===== config.mk =====
export PLATFORM = sky130hd
export DESIGN_NAME = sdram_bank_timer
export DESIGN_NICKNAME = d
export VERILOG_FILES = /design/src/rtl/sdram_tc_pkg.sv /design/src/rtl/sdram_tc_satcnt.sv /design/src/rtl/sdram_tc_bank.sv /design/src/rtl/sdram_bank_timer.sv
export SDC_FILE = /design/constraint.sdc
export NUM_CORES = 1
export LEC_CHECK = 0
export BUFFER_PORTS_ARGS = -buffer_cell sky130_fd_sc_hd__buf_4
export CORE_AREA = 2 2 166 103
export CTS_BUF_LIST = sky130_fd_sc_hd__clkbuf_4 sky130_fd_sc_hd__clkbuf_8
export DETAILED_ROUTE_END_ITERATION = 16
export DIE_AREA = 0 0 168 105
export GPL_ROUTABILITY_DRIVEN = 0
export PLACE_DENSITY_LB_ADDON = 0.2
export SYNTH_ARGS = -nofsm -noshare
export SYNTH_HDL_FRONTEND = slang
export SYNTH_HIERARCHICAL = 1
export SYNTH_SLANG_ARGS = --single-unit

===== constraint.sdc =====
create_clock -name clk -period 2.7 [get_ports clk]
set_clock_uncertainty 0.15 [all_clocks]
set_input_delay 0.135 -clock clk [delete_from_list [all_inputs] [get_ports clk]]
set_output_delay 0.135 -clock clk [all_outputs]
set_load 0.02 [all_outputs]

===== src/rtl/sdram_tc_pkg.sv =====
package sdram_tc_pkg;

   typedef enum logic [2:0] {
      CMD_NOP = 3'd0,
      CMD_ACT = 3'd1,
      CMD_RD  = 3'd2,
      CMD_WR  = 3'd3,
      CMD_PRE = 3'd4,
      CMD_REF = 3'd5,
      CMD_MRS = 3'd6
   } cmd_e;

   typedef enum logic [2:0] {
      VC_NONE   = 3'd0,
      VC_ACT    = 3'd1,
      VC_RW     = 3'd2,
      VC_PRE    = 3'd3,
      VC_REF    = 3'd4,
      VC_MRS    = 3'd5,
      VC_RASMAX = 3'd6
   } vcode_e;

   // Round a picosecond limit up to whole clock periods.
   function automatic int ps_to_cycles(longint lim_ps, longint period_ps);
      return int'((lim_ps + period_ps - 1) / period_ps);
   endfunction

endpackage


===== src/rtl/sdram_tc_satcnt.sv =====
module sdram_tc_satcnt #(
   parameter int LIMIT      = 8,
   parameter bit START_FULL = 1'b1,
   parameter int W          = $clog2(LIMIT + 1)
) (
   input  logic         clk,
   input  logic         rst_n,
   input  logic         load_i,
   output logic [W-1:0] cnt_o
);

   generate
      if (LIMIT < 1) begin : g_bad_limit
         $error("sdram_tc_satcnt: LIMIT must be at least 1");
      end
      if (W < $clog2(LIMIT + 1)) begin : g_bad_width
         $error("sdram_tc_satcnt: W too small for LIMIT");
      end
   endgenerate

   always_ff @(posedge clk) begin
      if (!rst_n) begin
         cnt_o <= START_FULL ? W'(LIMIT) : '0;
      end else if (load_i) begin
         cnt_o <= W'(1);
      end else if (cnt_o != W'(LIMIT)) begin
         cnt_o <= cnt_o + W'(1);
      end
   end

   AST_CNT_IN_RANGE: assert property (@(posedge clk) disable iff (!rst_n)
      cnt_o <= W'(LIMIT));

endmodule


===== src/rtl/sdram_tc_bank.sv =====
module sdram_tc_bank #(
   parameter int TRCD     = 2,
   parameter int TRP      = 2,
   parameter int TRAS     = 5,
   parameter int TRAS_MAX = 10000,
   parameter int TRC      = 6,
   parameter int TWR      = 2
) (
   input  logic clk,
   input  logic rst_n,
   input  logic act_i,
   input  logic wr_i,
   input  logic pre_i,
   input  logic ref_i,
   output logic act_free_o,
   output logic rw_ok_o,
   output logic pre_ok_o,
   output logic idle_o,
   output logic ras_over_o
);

   localparam int ASAT = TRAS_MAX + 1;
   localparam int AW   = $clog2(ASAT + 1);
   localparam int PW   = $clog2(TRP + 1);
   localparam int WW   = $clog2(TWR + 1);

   generate
      if (TRAS_MAX <= TRAS || TRAS_MAX <= TRC || TRAS_MAX <= TRCD) begin : g_bad_ras
         $error("sdram_tc_bank: TRAS_MAX must exceed the other row limits");
      end
      if (TRCD < 1 || TRP < 1 || TRAS < 1 || TRC < 1 || TWR < 1) begin : g_bad_min
         $error("sdram_tc_bank: every limit must be at least one cycle");
      end
   endgenerate

   logic          open_q;
   logic [AW-1:0] a_cnt;
   logic [PW-1:0] p_cnt;
   logic [WW-1:0] w_cnt;

   always_ff @(posedge clk) begin
      if (!rst_n)     open_q <= 1'b0;
      else if (act_i) open_q <= 1'b1;
      else if (pre_i) open_q <= 1'b0;
   end

   sdram_tc_satcnt #(.LIMIT(ASAT), .START_FULL(1'b1), .W(AW)) u_since_act (
      .clk(clk), .rst_n(rst_n), .load_i(act_i | ref_i), .cnt_o(a_cnt));

   sdram_tc_satcnt #(.LIMIT(TRP), .START_FULL(1'b1), .W(PW)) u_since_pre (
      .clk(clk), .rst_n(rst_n), .load_i(pre_i), .cnt_o(p_cnt));

   sdram_tc_satcnt #(.LIMIT(TWR), .START_FULL(1'b1), .W(WW)) u_since_wr (
      .clk(clk), .rst_n(rst_n), .load_i(wr_i), .cnt_o(w_cnt));

   logic rested;
   assign rested     = (p_cnt >= PW'(TRP));
   assign idle_o     = !open_q && rested;
   assign act_free_o = idle_o && (a_cnt >= AW'(TRC));
   assign rw_ok_o    = open_q && (a_cnt >= AW'(TRCD));
   assign pre_ok_o   = open_q && (a_cnt >= AW'(TRAS)) && (w_cnt >= WW'(TWR));
   assign ras_over_o = open_q && (a_cnt == AW'(TRAS_MAX));

   AST_PRE_SHUTS_BANK: assert property (@(posedge clk) disable iff (!rst_n)
      pre_i |=> (!rw_ok_o && !pre_ok_o && !act_free_o));
   AST_RAS_PULSE_ONCE: assert property (@(posedge clk) disable iff (!rst_n)
      ras_over_o |=> !ras_over_o);
   AST_OPEN_NOT_IDLE: assert property (@(posedge clk) disable iff (!rst_n)
      act_i |=> !idle_o);

   generate
      if (TRCD > 1) begin : g_rcd_chk
         AST_RCD_WAIT: assert property (@(posedge clk) disable iff (!rst_n)
            act_i |=> !rw_ok_o);
      end
      if (TWR > 1) begin : g_wr_chk
         AST_WR_RECOVERY: assert property (@(posedge clk) disable iff (!rst_n)
            wr_i |=> !pre_ok_o);
      end
   endgenerate

endmodule


===== src/rtl/sdram_bank_timer.sv =====
module sdram_bank_timer
   import sdram_tc_pkg::*;
#(
   parameter int     NUM_BANKS   = 4,
   parameter longint CLK_PS      = 10000,
   parameter longint TRCD_PS     = 18000,
   parameter longint TRRD_PS     = 12000,
   parameter longint TRP_PS      = 18000,
   parameter longint TRAS_PS     = 42000,
   parameter longint TRAS_MAX_PS = 100_000_000,
   parameter longint TRC_PS      = 60000,
   parameter int     TWR_CLK     = 2,
   parameter longint TREFI_PS    = 15_600_000,
   parameter int     BW          = $clog2(NUM_BANKS)
) (
   input  logic                 clk,
   input  logic                 rst_n,
   input  logic [2:0]           cmd_i,
   input  logic [BW-1:0]        bank_i,
   output logic [NUM_BANKS-1:0] act_ok_o,
   output logic [NUM_BANKS-1:0] rw_ok_o,
   output logic [NUM_BANKS-1:0] pre_ok_o,
   output logic                 ref_ok_o,
   output logic                 mrs_ok_o,
   output logic                 viol_o,
   output logic [2:0]           viol_code_o,
   output logic                 refresh_due_o
);

   localparam int C_RCD   = ps_to_cycles(TRCD_PS, CLK_PS);
   localparam int C_RRD   = ps_to_cycles(TRRD_PS, CLK_PS);
   localparam int C_RP    = ps_to_cycles(TRP_PS, CLK_PS);
   localparam int C_RAS   = ps_to_cycles(TRAS_PS, CLK_PS);
   localparam int C_RASMX = ps_to_cycles(TRAS_MAX_PS, CLK_PS);
   localparam int C_RC    = ps_to_cycles(TRC_PS, CLK_PS);
   localparam int C_REFI  = ps_to_cycles(TREFI_PS, CLK_PS);
   localparam int RRW     = $clog2(C_RRD + 1);
   localparam int RFW     = $clog2(C_REFI + 1);

   generate
      if (CLK_PS <= 0) begin : g_bad_clk
         $error("sdram_bank_timer: CLK_PS must be positive");
      end
      if (NUM_BANKS < 2 || (1 << BW) != NUM_BANKS) begin : g_bad_banks
         $error("sdram_bank_timer: NUM_BANKS must be a power of two >= 2");
      end
      if (TWR_CLK < 1) begin : g_bad_wr
         $error("sdram_bank_timer: TWR_CLK must be at least 1");
      end
   endgenerate

   // Command decode and legality
   logic [NUM_BANKS-1:0] sel;
   logic [NUM_BANKS-1:0] act_free, idle, ras_over;
   logic                 all_idle, legal, accept;
   logic                 rrd_ok;
   logic [RRW-1:0]       rrd_cnt;
   logic [RFW-1:0]       refi_cnt;
   vcode_e               code_d;
   logic [2:0]           code_q;

   assign sel      = NUM_BANKS'(1) << bank_i;
   assign all_idle = &idle;
   assign rrd_ok   = (rrd_cnt >= RRW'(C_RRD));
   assign act_ok_o = act_free & {NUM_BANKS{rrd_ok}};
   assign ref_ok_o = all_idle;
   assign mrs_ok_o = all_idle;

   always_comb begin
      legal  = 1'b1;
      code_d = VC_NONE;
      unique case (cmd_i)
         CMD_ACT: begin legal = act_ok_o[bank_i]; code_d = VC_ACT; end
         CMD_RD,
         CMD_WR:  begin legal = rw_ok_o[bank_i];  code_d = VC_RW;  end
         CMD_PRE: begin legal = pre_ok_o[bank_i]; code_d = VC_PRE; end
         CMD_REF: begin legal = all_idle;         code_d = VC_REF; end
         CMD_MRS: begin legal = all_idle;         code_d = VC_MRS; end
         default: begin legal = 1'b1;             code_d = VC_NONE; end
      endcase
      if (legal) code_d = (|ras_over) ? VC_RASMAX : VC_NONE;
   end

   assign accept = legal && (cmd_i != CMD_NOP);

   logic acc_act, acc_wr, acc_pre, acc_ref;
   assign acc_act = accept && (cmd_i == CMD_ACT);
   assign acc_wr  = accept && (cmd_i == CMD_WR);
   assign acc_pre = accept && (cmd_i == CMD_PRE);
   assign acc_ref = accept && (cmd_i == CMD_REF);

   // Per-bank timing records
   for (genvar b = 0; b < NUM_BANKS; b++) begin : g_bank
      sdram_tc_bank #(
         .TRCD(C_RCD), .TRP(C_RP), .TRAS(C_RAS),
         .TRAS_MAX(C_RASMX), .TRC(C_RC), .TWR(TWR_CLK)
      ) u_bank (
         .clk        (clk),
         .rst_n      (rst_n),
         .act_i      (acc_act && sel[b]),
         .wr_i       (acc_wr  && sel[b]),
         .pre_i      (acc_pre && sel[b]),
         .ref_i      (acc_ref),
         .act_free_o (act_free[b]),
         .rw_ok_o    (rw_ok_o[b]),
         .pre_ok_o   (pre_ok_o[b]),
         .idle_o     (idle[b]),
         .ras_over_o (ras_over[b])
      );
   end

   // Cross-bank activate spacing
   sdram_tc_satcnt #(.LIMIT(C_RRD), .START_FULL(1'b1), .W(RRW)) u_rrd (
      .clk(clk), .rst_n(rst_n), .load_i(acc_act), .cnt_o(rrd_cnt));

   // Refresh interval timer
   sdram_tc_satcnt #(.LIMIT(C_REFI), .START_FULL(1'b0), .W(RFW)) u_refi (
      .clk(clk), .rst_n(rst_n), .load_i(acc_ref), .cnt_o(refi_cnt));

   assign refresh_due_o = (refi_cnt == RFW'(C_REFI));

   // Violation report register
   always_ff @(posedge clk) begin
      if (!rst_n) code_q <= VC_NONE;
      else        code_q <= code_d;
   end

   assign viol_code_o = code_q;
   assign viol_o      = (code_q != VC_NONE);

   AST_REF_CLEARS_DUE: assert property (@(posedge clk) disable iff (!rst_n)
      acc_ref |=> !refresh_due_o);
   AST_MODE_NEEDS_IDLE: assert property (@(posedge clk) disable iff (!rst_n)
      mrs_ok_o |-> (pre_ok_o == '0 && rw_ok_o == '0));
   AST_BAD_ACT_FLAGGED: assert property (@(posedge clk) disable iff (!rst_n)
      (cmd_i == CMD_ACT && !act_ok_o[bank_i]) |=> (viol_o && viol_code_o == VC_ACT));
   AST_NOP_NOT_FLAGGED: assert property (@(posedge clk) disable iff (!rst_n)
      (cmd_i == CMD_NOP && ras_over == '0) |=> !viol_o);

   generate
      if (C_RRD > 1) begin : g_rrd_chk
         AST_ACT_SPACING: assert property (@(posedge clk) disable iff (!rst_n)
            acc_act |=> (act_ok_o == '0));
      end
   endgenerate

endmodule


# Word level (Yosys, flattened, before mapping)
# Cells that the tools add are included.
classes:
  n_addsub: 14
  magnitude_cmp: 22
  eq_ne: 25
  n_shift: 1
  muxes: 46
  bitwise: 6
  reduce_logical: 74
ops:
  columns: ["cell", "n"]
  rows:
  - ["$ge 14x3->1 const B", 8]
  - ["$mux 14", 8]
  - ["$add 14x1->14 const B", 4]
  - ["$eq 14x14->1 const B", 4]
  - ["$ge 14x2->1 const B", 4]
  - ["$ne 14x14->1 const B", 4]
  - ["$logic_and 1x1->1", 41]
  - ["$mux 2", 18]
  - ["$reduce_bool 2->1", 18]
  - ["$add 2x1->2 const B", 9]
  - ["$ge 2x2->1 const B", 9]
  - ["$ne 2x2->1 const B", 9]
  - ["$pmux 3 s5", 1]
  - ["$reduce_or 2->1", 7]
  - ["$mux 1", 13]
  - ["$add 11x1->11 const B", 1]
  - ["$eq 11x11->1 const B", 1]
  - ["$ne 11x11->1 const B", 1]
  - ["$eq 3x3->1 const B", 3]
  - ["$bmux 1 s2", 3]
  - ["$eq 3x2->1 const B", 2]
  - ["$mux 3", 2]
  - ["$reduce_bool 3->1", 2]
  - ["$and 4x4->4", 1]
  - ["other kinds (9)", 15]
totals:
  reg_bits: 92
  in_bits: 7
  output_inout_bits: 19
  word_cells: 212

# Logic depth before layout (Yosys ltp)
# Gate-level depths: netlist of run 1.
logic_depth:
  word_depth: 12
  mapped_depth: 12

# Modules after synthesis
# The synthesis of run 1 kept the hierarchy.
modules_own_cells:
  columns: ["mod", "instances", "cells_each", "area_per_inst_um2", "seq_area_each_um2"]
  rows:
  - ["sdram_tc_satcnt at g_bank[0].u_bank.u_since_act ...", 4, 88, 769.5, 280.3]
  - ["sdram_tc_satcnt at g_bank[0].u_bank.u_since_pre ...", 9, 9, 97.6, 40.0]
  - ["sdram_tc_bank", 4, 21, 141.4, 20.0]
  - ["sdram_tc_satcnt at u_refi", 1, 62, 546.8, 220.2]
  - ["sdram_bank_timer", 1, 60, 457.9, 60.1]

# Worst setup path after synthesis of run 1
# Ideal clock, no wire load.
synth_timing:
  kind: "register to register"
  start: "reg g_bank[2].u_bank.u_since_act.cnt_o[7]"
  end: "reg g_bank[3].u_bank.u_since_act.cnt_o[13]"
  setup_ns: 0.062
  arrival_ns: 2.866
  t_required_ns: 2.488
  slack_ns: -0.378
  path_stages_with_launch: 11
  n_path_buf: 0
  synth_period_minus_slack_ns: 3.078
  path_cell_list: "dfxtp_1 -> nor4_2 -> and4_1 -> a21boi_0 -> and2_1 -> o211ai_1 -> nor2_1 -> or2_2 -> or3b_2 -> or4_1 -> nand3_1"
synth_via:
  elab_chain_len: 11
  elab_cells_between_ends: 22
  classes_between: "order compare: 3; mux: 8; bitwise: 2; reduce/logical: 9"
synth_lines:
  columns: ["element", "line_no", "rtl"]
  rows:
  - ["start: declaration", "sdram_tc_satcnt.sv:9", "output logic [W-1:0] cnt_o"]
  - ["start signal: assignment", "sdram_tc_satcnt.sv:23", "cnt_o <= START_FULL ? W'(LIMIT) : '0;"]
  - ["start signal: assignment", "sdram_tc_satcnt.sv:27", "cnt_o <= cnt_o + W'(1);"]
  - ["$ge 14x3->1 (*)", "sdram_tc_bank.sv:59", "assign act_free_o = idle_o && (a_cnt >= AW'(TRC));"]
  - ["$logic_and 1x1->1 (*)", "sdram_tc_bank.sv:59", null]
  - ["net act_free[2]", "sdram_bank_timer.sv:54", "logic [NUM_BANKS-1:0] act_free, idle, ras_over;"]
  - ["$and 4x4->4 (*)", "sdram_bank_timer.sv:65", "assign act_ok_o = act_free & {NUM_BANKS{rrd_ok}};"]
  - ["net act_ok_o[2]", "sdram_bank_timer.sv:20", "output logic [NUM_BANKS-1:0] act_ok_o,"]
  - ["$bmux 1 s2 (*)", "sdram_bank_timer.sv:73", "CMD_ACT: begin legal = act_ok_o[bank_i]; code_d = VC_ACT; end"]
  - ["$mux 1 (not written as such) (*)", "sdram_bank_timer.sv:73", null]
  - ["$pmux 1 s4 (*)", "sdram_bank_timer.sv:72", "unique case (cmd_i)"]
  - ["$logic_and 1x1->1 (*)", "sdram_bank_timer.sv:84", "assign accept = legal && (cmd_i != CMD_NOP);"]
  - ["$logic_and 1x1->1", "sdram_bank_timer.sv:87", "assign acc_act = accept && (cmd_i == CMD_ACT);"]
  - ["$logic_and 1x1->1", "sdram_bank_timer.sv:100", ".act_i (acc_act && sel[b]),"]
  - ["$or 1x1->1 (*)", "sdram_tc_bank.sv:48", ".clk(clk), .rst_n(rst_n), .load_i(act_i | ref_i), .cnt_o(a_cnt));"]
  - ["$mux 14 or $reduce_bool 2->1 (tied branches)", null, null]
  - ["end signal: assignment", "sdram_tc_satcnt.sv:23", null]
  - ["end signal: assignment", "sdram_tc_satcnt.sv:27", null]
  - ["end: declaration", "sdram_tc_satcnt.sv:9", null]
# The timed path passes the listed nets; every way through them passes the cells marked *. The select of a mux whose other input is x is not followed.
# A chain may end at the register's enable or synchronous reset.

# Worst setup path in the final report of run 1
layout_timing:
  start: "reg g_bank[2].u_bank.u_since_act.cnt_o[7]"
  end: "reg g_bank[0].u_bank.u_since_act.cnt_o[13]"
layout_via:
  elab_chain_len: 11
  elab_cells_between_ends: 22
  classes_between: "order compare: 3; mux: 8; bitwise: 2; reduce/logical: 9"
layout_lines:
  columns: ["element", "line_no"]
  rows:
  - ["$ge 14x3->1 (*)", "sdram_tc_bank.sv:59"]
  - ["$logic_and 1x1->1 (*)", "sdram_tc_bank.sv:59"]
  - ["net act_free[2]", "sdram_bank_timer.sv:54"]
  - ["$and 4x4->4 (*)", "sdram_bank_timer.sv:65"]
  - ["$bmux 1 s2 (*)", "sdram_bank_timer.sv:73"]
  - ["$mux 1 (not written as such) (*)", "sdram_bank_timer.sv:73"]
  - ["$pmux 1 s4 (*)", "sdram_bank_timer.sv:72"]
  - ["$logic_and 1x1->1 (*)", "sdram_bank_timer.sv:84"]
  - ["$logic_and 1x1->1", "sdram_bank_timer.sv:87"]
  - ["$logic_and 1x1->1", "sdram_bank_timer.sv:100"]
  - ["$or 1x1->1 (*)", "sdram_tc_bank.sv:48"]
  - ["$mux 14 or $reduce_bool 2->1 (tied branches)", null]
  - ["end signal: assignment", "sdram_tc_satcnt.sv:23"]
  - ["end signal: assignment", "sdram_tc_satcnt.sv:27"]
  - ["end: declaration", "sdram_tc_satcnt.sv:9"]
# Marks and branches as above.

==> results of run 1 <==
## area by class of cell
type / instances / area share
inverter: 31 / 0.0153
tap: 209 / 0.0345
multi-input combinational: 501 / 0.519
sequential: 92 / 0.246
clock inverter: 3 / 0.00611
clock buffer: 13 / 0.0211
timing repair buffer: 147 / 0.157
## flip-flops by register name (all words and copies together) (netlist names)
register / cells
g_bank.u_bank/open_q: 4
g_bank.u_bank/u_since_act/cnt_o: 56
g_bank.u_bank/u_since_pre/cnt_o: 8
g_bank.u_bank/u_since_wr/cnt_o: 8
u_refi/cnt_o: 11
u_rrd/cnt_o: 2
viol_code_o: 3
## final timing paths
check                                            to                                  start  cells past startpoint  slack [ns]
max          g_bank[0].u_bank/u_since_act/cnt_o[13]  g_bank[2].u_bank/u_since_act/cnt_o[7]                     11       -0.22
min           g_bank[0].u_bank/u_since_act/cnt_o[8]                                  rst_n                      2        0.03
max reg2reg  g_bank[0].u_bank/u_since_act/cnt_o[13]  g_bank[2].u_bank/u_since_act/cnt_o[7]                     11       -0.22
min reg2reg                        u_refi/cnt_o[10]                       u_refi/cnt_o[10]                      2        0.36
## placed cells by master (no fill, tap or decap), drive strengths merged, types with 6 or more instances in the layout
cell	count
buf	144
dfxtp	92
nor2	53
nor2b	45
nand3	38
o21ai	36
inv	31
a21oi	30
or4	27
nand2	25
nand2b	23
o31ai	20
nand4	19
ha	19
or3	16
xnor2	14
o21a	13
clkbuf	13
nor3	10
nor4	9
a211oi	9
a21boi	8
mux2i	7
xor2	7
and2	7
or4b	6
## stage by stage
stage               power (uW)  utilization
floorplan                 2620            -
global placement          3060        0.418
detailed placement        3120        0.418
CTS                       4170        0.447
global route              4500        0.474
finish                    4250        0.474
## cell families after synthesis
kind of cell	count (synthesis)
xor+xnor	21
compound gates	135
flops	92
simple gates	312
mux	13
fa+ha+maj	19
buf+inv	47
## what timing repair did
| action | in CTS | in global routing |
|---|---|---|
| endpoints found under the hold margin | 2 | 0 |
| cloned | 0 | 1 |
| pin swaps | 17 | 34 |
| endpoints found under the setup margin | 59 | 65 |
| hold buffers | 3 | 0 |
| resized for setup | 45 | 106 |
| setup buffers | 10 | 9 |
## report_power, final
part	switching [uW]	leakage (uW)	internal, uW
clock network	519	0.000104	487
registers	114	0.000753	1510
logic	822	0.00204	793
total	1450	0.00290	2790
## worst max-delay path: stages, from the launching register on
cell      delay (ns)
dfxtp_4         0.37
nor4_4          0.31
and4_4          0.28
a21boi_2        0.07
and2_4          0.16
o211ai_1        0.22
buf_4           0.19
nor3_4          0.04
or2_4           0.26
or3b_4          0.35
or4_1           0.40
nand3_1         0.08
## cell usage after synthesis, types with 5 or more instances
library cell   n
xnor2_1       14
a21oi_1       30
nand2_1       25
or4b_1         5
o21ai_0       36
nand4_1       19
a211oi_1       9
inv_1         31
nor2_1        53
clkbuf_1       9
and4_1         5
o31ai_1       11
dfxtp_1       92
nand2b_1      22
a21boi_0       8
ha_1          19
mux2i_1        7
o21a_1        13
nor2b_1       45
nor3_1         9
or4bb_1        5
xor2_1         7
and2_1         7
o31ai_2        9
or3_1         15
nand3_1       38
or4_1         23
## routing by layer
layer,share of wire,up-vias,global-route usage
li1,-,2652,-
met1,0.51,2618,0.271
met2,0.43,134,0.267
met3,0.047,16,0.0409
met4,0.0093,0,0.0410
met5,0,-,0
==> flow_metrics.tcl, run 1 <==
set metrics [dict create \
    finalHoldWorstSlack_ns 0.0262 \
    cp.required_ns 2.87 \
    synth_mux_area_frac 0.0317 \
    die_w_microns 168 \
    end_kind "register" \
    synthesis.nets 665 \
    fin_nets 808 \
    synth_top_family_by_area "simple AND/OR/NAND/NOR gates" \
    grt_antenna_before_repair 0 \
    initial_core_util 0.346 \
    grt_pass1_wl_mm 25.8 \
    clk_pin_slew_ns 0.10 \
    arrival_ns 3.10 \
    boundaryPins 26 \
    startpoint_type "register" \
    overflow 0 \
    clkLatencyLatePin_ns 0.38 \
    fin_crit_sh 1.08 \
    cts_sinks 92 \
    setup_viol 29 \
    grt_max_degree 35 \
    drt_iter0_markers 505 \
    crit_path_max_fanout 5 \
    ant_nets 0 \
    synthCells 639 \
    violations "negative setup slack" \
    cts_max_path_buffers 2 \
    maxSlewHeadroom 0.608 \
    worst_slew_pin_slew_ns 0.580 \
    place_area_sq_mm 0.00669 \
    vias 5420 \
    max_freq_ghz 0.342 \
    avgSynthCellArea_sq_um 8.65 \
    htreeDepth 3 \
    cts.root.buffer_cell "clkbuf_8" \
    setup_ws_ns -0.221 \
    nFillCells 1543 \
    portBuffers 25 \
    hold_viol_final 0 \
    die-area_sq_mm 0.0176 \
    fp.dieH_microns 105 \
    cts_buffers 9 \
    maxCapViolations 0 \
    core_sq_mm 0.0160 \
    rsz0062_at_grt "yes" \
    slew_violations 0 \
    ys_seq_area_frac 0.333 \
    stdcell_count 996 \
    regArea_sq_mm 0.00187 \
    pre_cts_slack_ns -0.280 \
    synth_compound_area_frac 0.165 \
    synthAdderAreaFrac 0.0430 \
    synth_top_area_cell "dfxtp_1" \
    synth-main-ff-cell "dfxtp_1" \
    synth_top_area_share 0.333 \
    ir_drop_mv 0.254 \
    synth_edf_count 0 \
    multi_input_area_sq_mm 0.00394 \
    wl_mm 16.3 \
    synth_cell_types 57 \
    drc_errors 0 \
    rows 36 \
    hpwl_mm 11.5 \
    stdcell_area_sq_mm 0.00758 \
    viasPerCell 5.44 \
    ys_top_cells_by_area "dfxtp_1 33%, nor2b_1 5.1%, ha_1 4.3%, nor2_1 3.6%, nand3_1 3.4%" \
    outcome "finished with violations" \
    min_period_ns 2.92 \
    p_leak_uw 0.00290 \
    worstHoldPathType "input pin to register" \
    power_density_mw_per_mm2 560 \
    synth_xor_area_frac 0.0333 \
    grt_pass1_vias 5013 \
    synth-simple-area-share 0.355 \
    cts_tree "yes" \
    wl_per_cell_microns 16.4 \
    grtUsageTotal 0.183 \
    netlist_area_sq_mm 0.00553 \
    drtPass1Iterations 5 \
    fin_setup_tns_ns -3.25 \
    antennaDiodeCount 0 \
    synth-seq-cells 92 \
    area_growth_pct 37.2 \
    async_flop_share 0 \
    critPathKind "register to register" \
    drive_gt1_frac 0.375 \
    dp.cells 961 \
    synth_warnings 6 \
]
Power figures use the tool's default switching activity.
==> run 2, diff against run 1 <==
--- a/config.mk
+++ b/config.mk
@@ -12,6 +12,7 @@
 export DIE_AREA = 0 0 168 105
 export GPL_ROUTABILITY_DRIVEN = 0
 export PLACE_DENSITY_LB_ADDON = 0.2
+export SKIP_CTS_REPAIR_TIMING = 1
 export SYNTH_ARGS = -nofsm -noshare
 export SYNTH_HDL_FRONTEND = slang
 export SYNTH_HIERARCHICAL = 1
==> run 2 against run 1 <==
The run still ends with negative setup slack left; final cell count is 0.10% lower; clock-buffer cell count stayed put; sequential cell count stayed put; maximum frequency is 2.2% lower; power is 0.15% lower; design area is 1.2% lower; highest routed layer unchanged.
==> flow_metrics.tcl, run 2 (synthesis results as in run 1) <==
set metrics [dict create \
    clk_pin_slew_ns 0.09 \
    outcome "finished with violations" \
    cts_buffers 9 \
    clkLatencyLatePin_ns 0.38 \
    power_uw 4240 \
    mostFrequentLayoutCell "buf_4" \
    grt_antenna_before_repair 0 \
    ant_nets 0 \
    regMostFlops "g_bank.u_bank/u_since_act/cnt_o" \
    die-area_sq_mm 0.0176 \
    rows 36 \
    min_period_ns 2.99 \
    finalHoldWorstSlack_ns 0.0139 \
    fin_crit_sh 1.11 \
    p_leak_uw 0.00287 \
    startpoint_type "register" \
    cp.required_ns 2.87 \
    cts_tree "yes" \
    stdcell_area_sq_mm 0.00749 \
    antennaDiodeCount 0 \
    wl_per_cell_microns 16.3 \
    power_density_mw_per_mm2 566 \
    fp.dieH_microns 105 \
    arrival_ns 3.16 \
    portBuffers 25 \
    nFillCells 1547 \
    cts_max_path_buffers 2 \
    worstHoldPathType "input pin to register" \
    fin_setup_tns_ns -5.42 \
    cts.root.buffer_cell "clkbuf_8" \
    drt_iter0_markers 453 \
    crit_path_max_fanout 5 \
    slew_violations 0 \
    max_freq_ghz 0.335 \
    critPathKind "register to register" \
    grt_pass1_vias 4882 \
    die_w_microns 168 \
    multi_input_area_sq_mm 0.00385 \
    regArea_sq_mm 0.00185 \
    area_growth_pct 35.5 \
    initial_core_util 0.346 \
    grt_pass1_wl_mm 25.1 \
    min_path_cells 4 \
    violations "negative setup slack" \
    drive_gt1_frac 0.346 \
    end_kind "register" \
    fin_nets 807 \
    place_area_sq_mm 0.00669 \
    cts_sinks 92 \
    wl_mm 16.2 \
    hpwl_mm 11.5 \
    boundaryPins 26 \
    worst_slew_pin_slew_ns 0.580 \
    ir_drop_mv 0.248 \
    grt_max_degree 35 \
    setup_ws_ns -0.286 \
    hold_viol_final 0 \
    htreeDepth 3 \
    rsz0062_at_grt "yes" \
    layout_common_cells "130 x buf_4, 87 x dfxtp_1, 42 x nor2b_1" \
    reg2reg_depth 11 \
    vias 5363 \
    viasPerCell 5.39 \
    drtPass1Iterations 7 \
    drc_errors 0 \
    grtUsageTotal 0.178 \
    largestRegisters "g_bank.u_bank/u_since_act/cnt_o: 56 flops, u_refi/cnt_o: 11 flops" \
    maxCapViolations 0 \
    maxSlewHeadroom 0.608 \
    largest_reg_flops 56 \
    core_sq_mm 0.0160 \
    overflow 0 \
    setup_viol 52 \
]
[run 2: layer usage]
layer  GRT usage  share of wire  vias up
met5           0              0        -
met4      0.0398          0.010        0
met3      0.0413          0.047       16
met2       0.255           0.43      139
met1       0.268           0.52     2555
li1            -              -     2653
[run 2: cell type report]
cell class              instances  area share
clock buffers                  13      0.0214
clock inverters                 3     0.00618
inverters                      31      0.0155
multi-input cells             501       0.514
flip-flops and latches         92       0.247
well taps                     209      0.0349
repair buffers                146       0.161
[run 2: worst max-delay path: stages, from the launching register on]
cell and delay, ns:
dfxtp_4 0.37, nor4_4 0.31, and4_4 0.29, a21boi_2 0.07, and2_4 0.16, o211ai_1 0.21
buf_4 0.16, nor2_2 0.04, or2_4 0.23, or3b_4 0.35, or4_1 0.50, nand3_1 0.09
[run 2: metrics by stage]
stage | cells | setup WS [ns] | util
after floorplan | 639 | -0.210 | -
after global placement | 961 | -0.273 | 0.418
after detailed placement | 961 | -0.280 | 0.418
after CTS | 977 | -0.308 | 0.431
after global routing | 995 | -0.390 | 0.468
final | 995 | -0.286 | 0.468
[run 2: final timing paths]
| check | startpoint | endpoint | slack (ns) |
|---|---|---|---|
| setup reg to reg | g_bank[2].u_bank/u_since_act/cnt_o[7] | g_bank[1].u_bank/u_since_act/cnt_o[13] | -0.29 |
| hold / removal | cmd_i[1] | viol_code_o[1] | 0.01 |
| hold reg to reg | u_refi/cnt_o[10] | u_refi/cnt_o[10] | 0.36 |
| setup / recovery | g_bank[2].u_bank/u_since_act/cnt_o[7] | g_bank[1].u_bank/u_since_act/cnt_o[13] | -0.29 |
[run 2: power breakdown]
| part | internal (uW) | total, uW | switching [uW] |
|---|---|---|---|
| combinational | 796 | 1610 | 817 |
| clock | 487 | 1010 | 518 |
| sequential | 1510 | 1620 | 112 |
